`config.mk`:
```
export PLATFORM = sky130hd
export DESIGN_NAME = tlb_fault_recorder
export DESIGN_NICKNAME = d
export VERILOG_FILES = /design/src/rtl/tfr_pkg.sv /design/src/rtl/tfr_event_decode.sv /design/src/rtl/tfr_lfsr.sv /design/src/rtl/tfr_fault_regs.sv /design/src/rtl/tlb_fault_recorder.sv
export SDC_FILE = /design/constraint.sdc
export NUM_CORES = 1
export LEC_CHECK = 0
export BUFFER_PORTS_ARGS = -buffer_cell sky130_fd_sc_hd__buf_2
export CAP_MARGIN = 25
export CORE_UTILIZATION = 40
export DETAILED_ROUTE_END_ITERATION = 16
export SYNTH_ARGS = -nofsm -noshare
export SYNTH_HDL_FRONTEND = slang
export SYNTH_HIERARCHICAL = 1
export SYNTH_SLANG_ARGS = --single-unit
```
`constraint.sdc`:
```
create_clock -name clk -period 2.8 [get_ports clk]
set_input_delay 0.56 -clock clk [delete_from_list [all_inputs] [get_ports clk]]
set_output_delay 0.56 -clock clk [all_outputs]
set_load 0.05 [all_outputs]
```
`src/rtl/tfr_pkg.sv`:
```
package tfr_pkg;

    typedef enum logic [1:0] {
        ACC_READ  = 2'd0,
        ACC_WRITE = 2'd1,
        ACC_EXEC  = 2'd2
    } access_e;

    typedef enum logic [1:0] {
        EV_IDLE   = 2'd0,
        EV_PROBE  = 2'd1,
        EV_REFILL = 2'd2,
        EV_PERM   = 2'd3
    } fault_event_e;

    localparam int RD_CAUSE  = 0;
    localparam int RD_SELECT = 1;
    localparam int RD_RANDOM = 2;

endpackage

```
`src/rtl/tfr_event_decode.sv`:
```
module tfr_event_decode
    import tfr_pkg::*;
#(
    parameter int WAY_W = 2
) (
    input  logic             fault,
    input  logic             debug,
    input  logic             hit,
    input  logic [WAY_W-1:0] hit_way,
    input  logic [WAY_W-1:0] rand_way,
    output fault_event_e     event_o,
    output logic             record_o,
    output logic [WAY_W-1:0] way_o
);

    always_comb begin
        if (!fault) begin
            event_o = EV_IDLE;
        end else if (debug) begin
            event_o = EV_PROBE;
        end else if (hit) begin
            event_o = EV_PERM;
        end else begin
            event_o = EV_REFILL;
        end
    end

    always_comb begin
        record_o = 1'b0;
        way_o    = '0;
        unique case (event_o)
            EV_IDLE: begin
                record_o = 1'b0;
            end
            EV_PROBE: begin
                record_o = 1'b0;
            end
            EV_REFILL: begin
                record_o = 1'b1;
                way_o    = rand_way;
            end
            EV_PERM: begin
                record_o = 1'b1;
                way_o    = hit_way;
            end
        endcase
    end

endmodule

```
`src/rtl/tfr_lfsr.sv`:
```
module tfr_lfsr #(
    parameter int           WIDTH = 16,
    parameter logic [WIDTH-1:0] SEED  = 16'hCCCC,
    parameter logic [WIDTH-1:0] TAPS  = 16'h8805
) (
    input  logic             clk,
    input  logic             rst,
    input  logic             step,
    output logic [WIDTH-1:0] value
);

    logic [WIDTH-1:0] state_q;
    logic             feedback;

    assign feedback = ^(state_q & TAPS);

    always_ff @(posedge clk) begin
        if (rst) begin
            state_q <= SEED;
        end else if (step) begin
            state_q <= {feedback, state_q[WIDTH-1:1]};
        end
    end

    assign value = state_q;

endmodule

```
`src/rtl/tfr_fault_regs.sv`:
```
module tfr_fault_regs #(
    parameter int WAY_W   = 2,
    parameter int IDX_W   = 4,
    parameter int VPN_W   = 19,
    parameter int PID_W   = 8,
    parameter int ACC_W   = 2,
    parameter int CAUSE_W = 32
) (
    input  logic                   clk,
    input  logic                   rst,
    input  logic                   record,
    input  logic [WAY_W-1:0]       way,
    input  logic [VPN_W-1:0]       vpn,
    input  logic [PID_W-1:0]       pid,
    input  logic [ACC_W-1:0]       acc,
    output logic [CAUSE_W-1:0]     cause,
    output logic [IDX_W+WAY_W-1:0] select
);

    localparam int ACC_LSB = PID_W;
    localparam int VPN_LSB = CAUSE_W - VPN_W;

    logic [CAUSE_W-1:0]     cause_q;
    logic [IDX_W+WAY_W-1:0] select_q;

    always_ff @(posedge clk) begin
        if (rst) begin
            cause_q  <= '0;
            select_q <= '0;
        end else if (record) begin
            select_q                   <= {way, vpn[IDX_W-1:0]};
            cause_q[PID_W-1:0]         <= pid;
            cause_q[ACC_LSB +: ACC_W]  <= acc;
            cause_q[VPN_LSB +: VPN_W]  <= vpn;
        end
    end

    assign cause  = cause_q;
    assign select = select_q;

endmodule

```
`src/rtl/tlb_fault_recorder.sv`:
```
module tlb_fault_recorder
    import tfr_pkg::*;
#(
    parameter int               LFSR_W  = 16,
    parameter logic [LFSR_W-1:0] SEED   = 16'hCCCC,
    parameter logic [LFSR_W-1:0] TAPS   = 16'h8805,
    parameter int               WAY_W   = 2,
    parameter int               IDX_W   = 4,
    parameter int               VPN_W   = 19,
    parameter int               PID_W   = 8,
    parameter int               ACC_W   = 2,
    parameter int               DATA_W  = 32
) (
    input  logic              clk,
    input  logic              rst,
    input  logic              fault_i,
    input  logic              debug_i,
    input  logic              hit_i,
    input  logic [WAY_W-1:0]  hit_way_i,
    input  logic [VPN_W-1:0]  vpn_i,
    input  logic [PID_W-1:0]  pid_i,
    input  logic [ACC_W-1:0]  acc_i,
    input  logic [1:0]        rd_addr_i,
    output logic [DATA_W-1:0] rd_data_o
);

    localparam int SEL_W = IDX_W + WAY_W;

    logic [LFSR_W-1:0] rnd_q;
    logic [DATA_W-1:0] cause_q;
    logic [SEL_W-1:0]  sel_q;
    logic              record;
    logic [WAY_W-1:0]  way;
    fault_event_e      cur_event;

    tfr_event_decode #(
        .WAY_W (WAY_W)
    ) u_decode (
        .fault    (fault_i),
        .debug    (debug_i),
        .hit      (hit_i),
        .hit_way  (hit_way_i),
        .rand_way (rnd_q[WAY_W-1:0]),
        .event_o  (cur_event),
        .record_o (record),
        .way_o    (way)
    );

    tfr_lfsr #(
        .WIDTH (LFSR_W),
        .SEED  (SEED),
        .TAPS  (TAPS)
    ) u_lfsr (
        .clk   (clk),
        .rst   (rst),
        .step  (record),
        .value (rnd_q)
    );

    tfr_fault_regs #(
        .WAY_W   (WAY_W),
        .IDX_W   (IDX_W),
        .VPN_W   (VPN_W),
        .PID_W   (PID_W),
        .ACC_W   (ACC_W),
        .CAUSE_W (DATA_W)
    ) u_regs (
        .clk    (clk),
        .rst    (rst),
        .record (record),
        .way    (way),
        .vpn    (vpn_i),
        .pid    (pid_i),
        .acc    (acc_i),
        .cause  (cause_q),
        .select (sel_q)
    );

    always_comb begin
        unique case (rd_addr_i)
            2'(RD_CAUSE):  rd_data_o = cause_q;
            2'(RD_SELECT): rd_data_o = {{(DATA_W-SEL_W){1'b0}}, sel_q};
            2'(RD_RANDOM): rd_data_o = {{(DATA_W-LFSR_W){1'b0}}, rnd_q};
            default:       rd_data_o = '0;
        endcase
    end

endmodule

```
# Yosys cells after proc, flatten, opt, wreduce, memory -nomap -nowiden
# Index checks and enable logic that the tools add are counted.
# Widths: inputs -> output; s select.
[totals] register_bits=51 in_bits=38 output_inout_bits=32 elab_cells=19
[classes] eq_ne=5 mux=6 reduce_logical=5
[op_table] cell="$pmux 32 s3" n=1
[op_table] cell="$reduce_xor 16->1" n=1
[op_table] cell="$eq 2x2->1 const B" n=3
[op_table] cell="$eq 2x1->1 const B" n=2
[op_table] cell="$logic_not 2->1" n=2
[op_table] cell="$mux 2" n=2
[op_table] cell="$pmux 2 s2" n=1
[op_table] cell="$reduce_or 2->1" n=2
[op_table] cell="$pmux 1 s2" n=1
[op_table] cell="$mux 1" n=1

# Longest topological paths before layout
[logic_depth] word_depth=6 ltp_mapped=6 mapped_depth_nobuf=5

# Cells and area by module
# Netlist, hierarchy kept.
[by_module_without_submodules] module="tfr_fault_regs" instances=1 cells_each=108 area_per_inst_um2=1186.1 seq_area_each_um2=620.6
[by_module_without_submodules] module="tfr_lfsr" instances=1 cells_each=54 area_per_inst_um2=594.3 seq_area_each_um2=320.3
[by_module_without_submodules] module="tlb_fault_recorder" instances=1 cells_each=55 area_per_inst_um2=435.4 seq_area_each_um2=0.0
[by_module_without_submodules] module="tfr_event_decode" instances=1 cells_each=8 area_per_inst_um2=48.8 seq_area_each_um2=0.0

# Worst setup path after synthesis
# Ideal clock, no wire load.
[synth_timing] kind="input -> output" startpoint="in rd_addr_i[1]" endpoint="out rd_data_o[15]" t_arrival_ns=1.610 required_ns=2.240 path_slack_ns=0.630 path_stages=4 path_buffers=2 path_cell_list="buf_6 -> buf_12 -> mux2i_1 -> nor2_1"
[synth_via] elab_chain_cells=2 elab_cells_between_ends=4 cone_classes="eq/ne: 2; mux: 1; reduce/logical: 1"
[synth_rtl] item="start: declaration" line_no="tlb_fault_recorder.sv:23" text="input logic [1:0] rd_addr_i,"
[synth_rtl] item="$eq 2x2->1, or another cell as far along" line_no="tlb_fault_recorder.sv:80" text="unique case (rd_addr_i)"
[synth_rtl] item="$pmux 32 s3 *" line_no="tlb_fault_recorder.sv:80"
[synth_rtl] item="end: declaration" line_no="tlb_fault_recorder.sv:24" text="output logic [DATA_W-1:0] rd_data_o"
# Every way passes the cells marked *; elsewhere a longest branch is shown, timed or not.

# Worst setup path in the final report
[layout_timing] startpoint="in rd_addr_i[1]" endpoint="out rd_data_o[0]"
# The elaborated chain is that of the path after synthesis.

==> impl_results.md <==
- Post-DRT Antenna Nets: 0
- Largest net degree at the start of global routing: 48
- Footprint of the multi-input gates: 1110 um2
- Postcts setup bufs: 0
- Most frequent CP cell: buf_2
- Detail Placement HPWL: around 3100 um
- # diodes: 0
- Via density: about 4.7
- Total power: about 1.4 mW
- DRC viols: 0
- Max-slew violation count: 0
- Setup violations, final: 0
- Slowest-stage cell, CP: buf_2
- Die Width: about 77 um
- Starting Density: 0.428
- TritonRoute pass-1 iters: 4
- Antenna violations before repair: 0
- CTS hold repair buffers: 0
- Fillers: 535
- Tot GR Track Use: 0.159
- CP Class: in -> out
- Worst VDD drop: 215 uV
- Cts bufs inserted: 5
- Worst hold path class: in -> reg
- Crit Path Max Fanout: 18
- Crit. End Element: primary output
- Top Ports: 70
- Least-Margin Pin Slew: between 0.8 and 0.9 ns
- Power Density: 528 nW/um2
- Crit-path leading delay family: buffers and inverters
- Wire per inst: about 13 um
- CTS Sinks: 47
- Average size of a mapped cell: a little over 10 um2
- Nets: roughly 320
- Worst EP required: 2.24 ns
- Max Clock Freq: 447 MHz
- TritonCTS clock tree: yes
- DP Cell Count: 344
- Setup tns final: 0 ns
- Clock Skew: roughly 0.0048 ns
- CORE AREA: approximately 5300 um2
- Vias in the first global route: between 1500 and 2000
- Outcome: finished clean
- Row cnt: 26
- Clk buf depth: 2
- Routed WL: between 4000 and 5000 um
- Depth of the CTS H-tree: 2
- Fin crit period: 2.24 ns
- Full die area: 5940 um2
- Final hold violations: 0
- Yosys warnings: 6
- Crit-path cells: buf_2, mux2i_1, o2bb2ai_1, buf_2
- Via count: between 1500 and 2000
- Leakage dissipation: 1.24 nW
- IO buf count: between 60 and 70
- Clock insertion delay at the later pin of the skew report: 0.30 ns
- CP bufs+invs: 2
- WP data arrival: between 1.5 and 2 ns
- Slew Limit Headroom: 0.442
- Sequential cell area: 941 um2
- Layout cells sized above 1: 0.291
- Post-cts resize count: 0
- Post-Syn Instances: 223
- Critical path's largest stage delay: about 0.48 ns
- GRT overflow: 0
- Max cap viols: 0
- Mapped cell area: 2250 um2
- Post-Layout Cell Count: approximately 350
- Layout area overhead: 15.0%
- Reg clk slew, reported paths: ~0.09 ns
- Startpoint types: input pin
- Global-route wire length before repair: roughly 7400 um
- Die Ht: slightly below 80 um
- Clk root buf: clkbuf_8
- DR iter-0 viols: 102
- Part of the cycle the worst path needs: 0.800
- Placer congestion estimate: 0.718
- RSZ-0062 raised after global routing: false
[state kept, by name (all words and copies together) (netlist names)]
signal	cells
u_regs/cause	29
u_regs/select	2
u_lfsr/value	16
[path summary, 6_finish.rpt]
kind / start / to / slack (ns) / cells past startpoint
hold / removal: pid_i[1] / u_regs/cause[1] / 0.49 / 3
setup / recovery: rd_addr_i[1] / rd_data_o[0] / 0.56 / 4
setup reg to reg: u_lfsr/value[0] / u_lfsr/value[15] / 1.37 / 3
hold reg to reg: u_lfsr/value[3] / u_lfsr/value[2] / 0.49 / 1
[cell usage in the layout (no fill, tap or decap)]
master      n
xnor3_1     1
clkinv_2    3
nor2_1     51
nand2b_1    1
o21ai_1     1
nor2b_4     1
inv_2       1
a211o_1     7
clkbuf_8    5
inv_1       1
nor2_8      1
nor2b_1     6
buf_4       2
nor3_1      1
mux2i_1    57
or3b_1      1
conb_1      3
and2_1     17
dfxtp_1    47
o2bb2ai_1   6
buf_2      69
[report_power, final]
part,internal [mW],switching (mW)
combinational,0.0934,0.150
clock,0.171,0.228
sequential,0.702,0.0236
[final cells by class]
class	count	area share
multi-input combinational	154	0.429
sequential	47	0.363
timing repair buffer	71	0.139
tap	70	0.0338
clock buffer	5	0.0265
clock inverter	3	0.00579
inverter	2	0.00290
[per-layer routing]
| metal | wire, um | global-route usage | part of all wire | up-vias |
|---|---|---|---|---|
| met1 | 2210 | 0.215 | 0.49 | 759 |
| li1 | - | - | - | 850 |
| met5 | 0 | 0 | 0 | - |
| met4 | 80 | 0.0736 | 0.018 | 0 |
| met3 | 197 | 0.0417 | 0.044 | 7 |
| met2 | 2020 | 0.236 | 0.45 | 36 |
[tightest hold or removal path: cells and delay by family]
kind / cells / cell delay, ns
and+or+nand+nor: 1 / 0.07
buffers and inverters: 1 / 0.07
muxes: 1 / 0.05
[metrics by stage]
| step | utilization | worst slack (ns) | instance area [um2] | hold WS [ns] |
|---|---|---|---|---|
| 2_1_floorplan | - | 0.630 | 2260 | 0.452 |
| 3_3_place_gp | 0.476 | 0.566 | 2510 | 0.465 |
| 3_5_place_dp | 0.476 | 0.560 | 2510 | 0.473 |
| 4_1_cts | 0.492 | 0.556 | 2590 | 0.482 |
| 5_1_grt | 0.492 | 0.483 | 2590 | 0.476 |
| 6_report | 0.492 | 0.561 | 2590 | 0.487 |
Note: power is estimated with default switching activity, not from simulation.
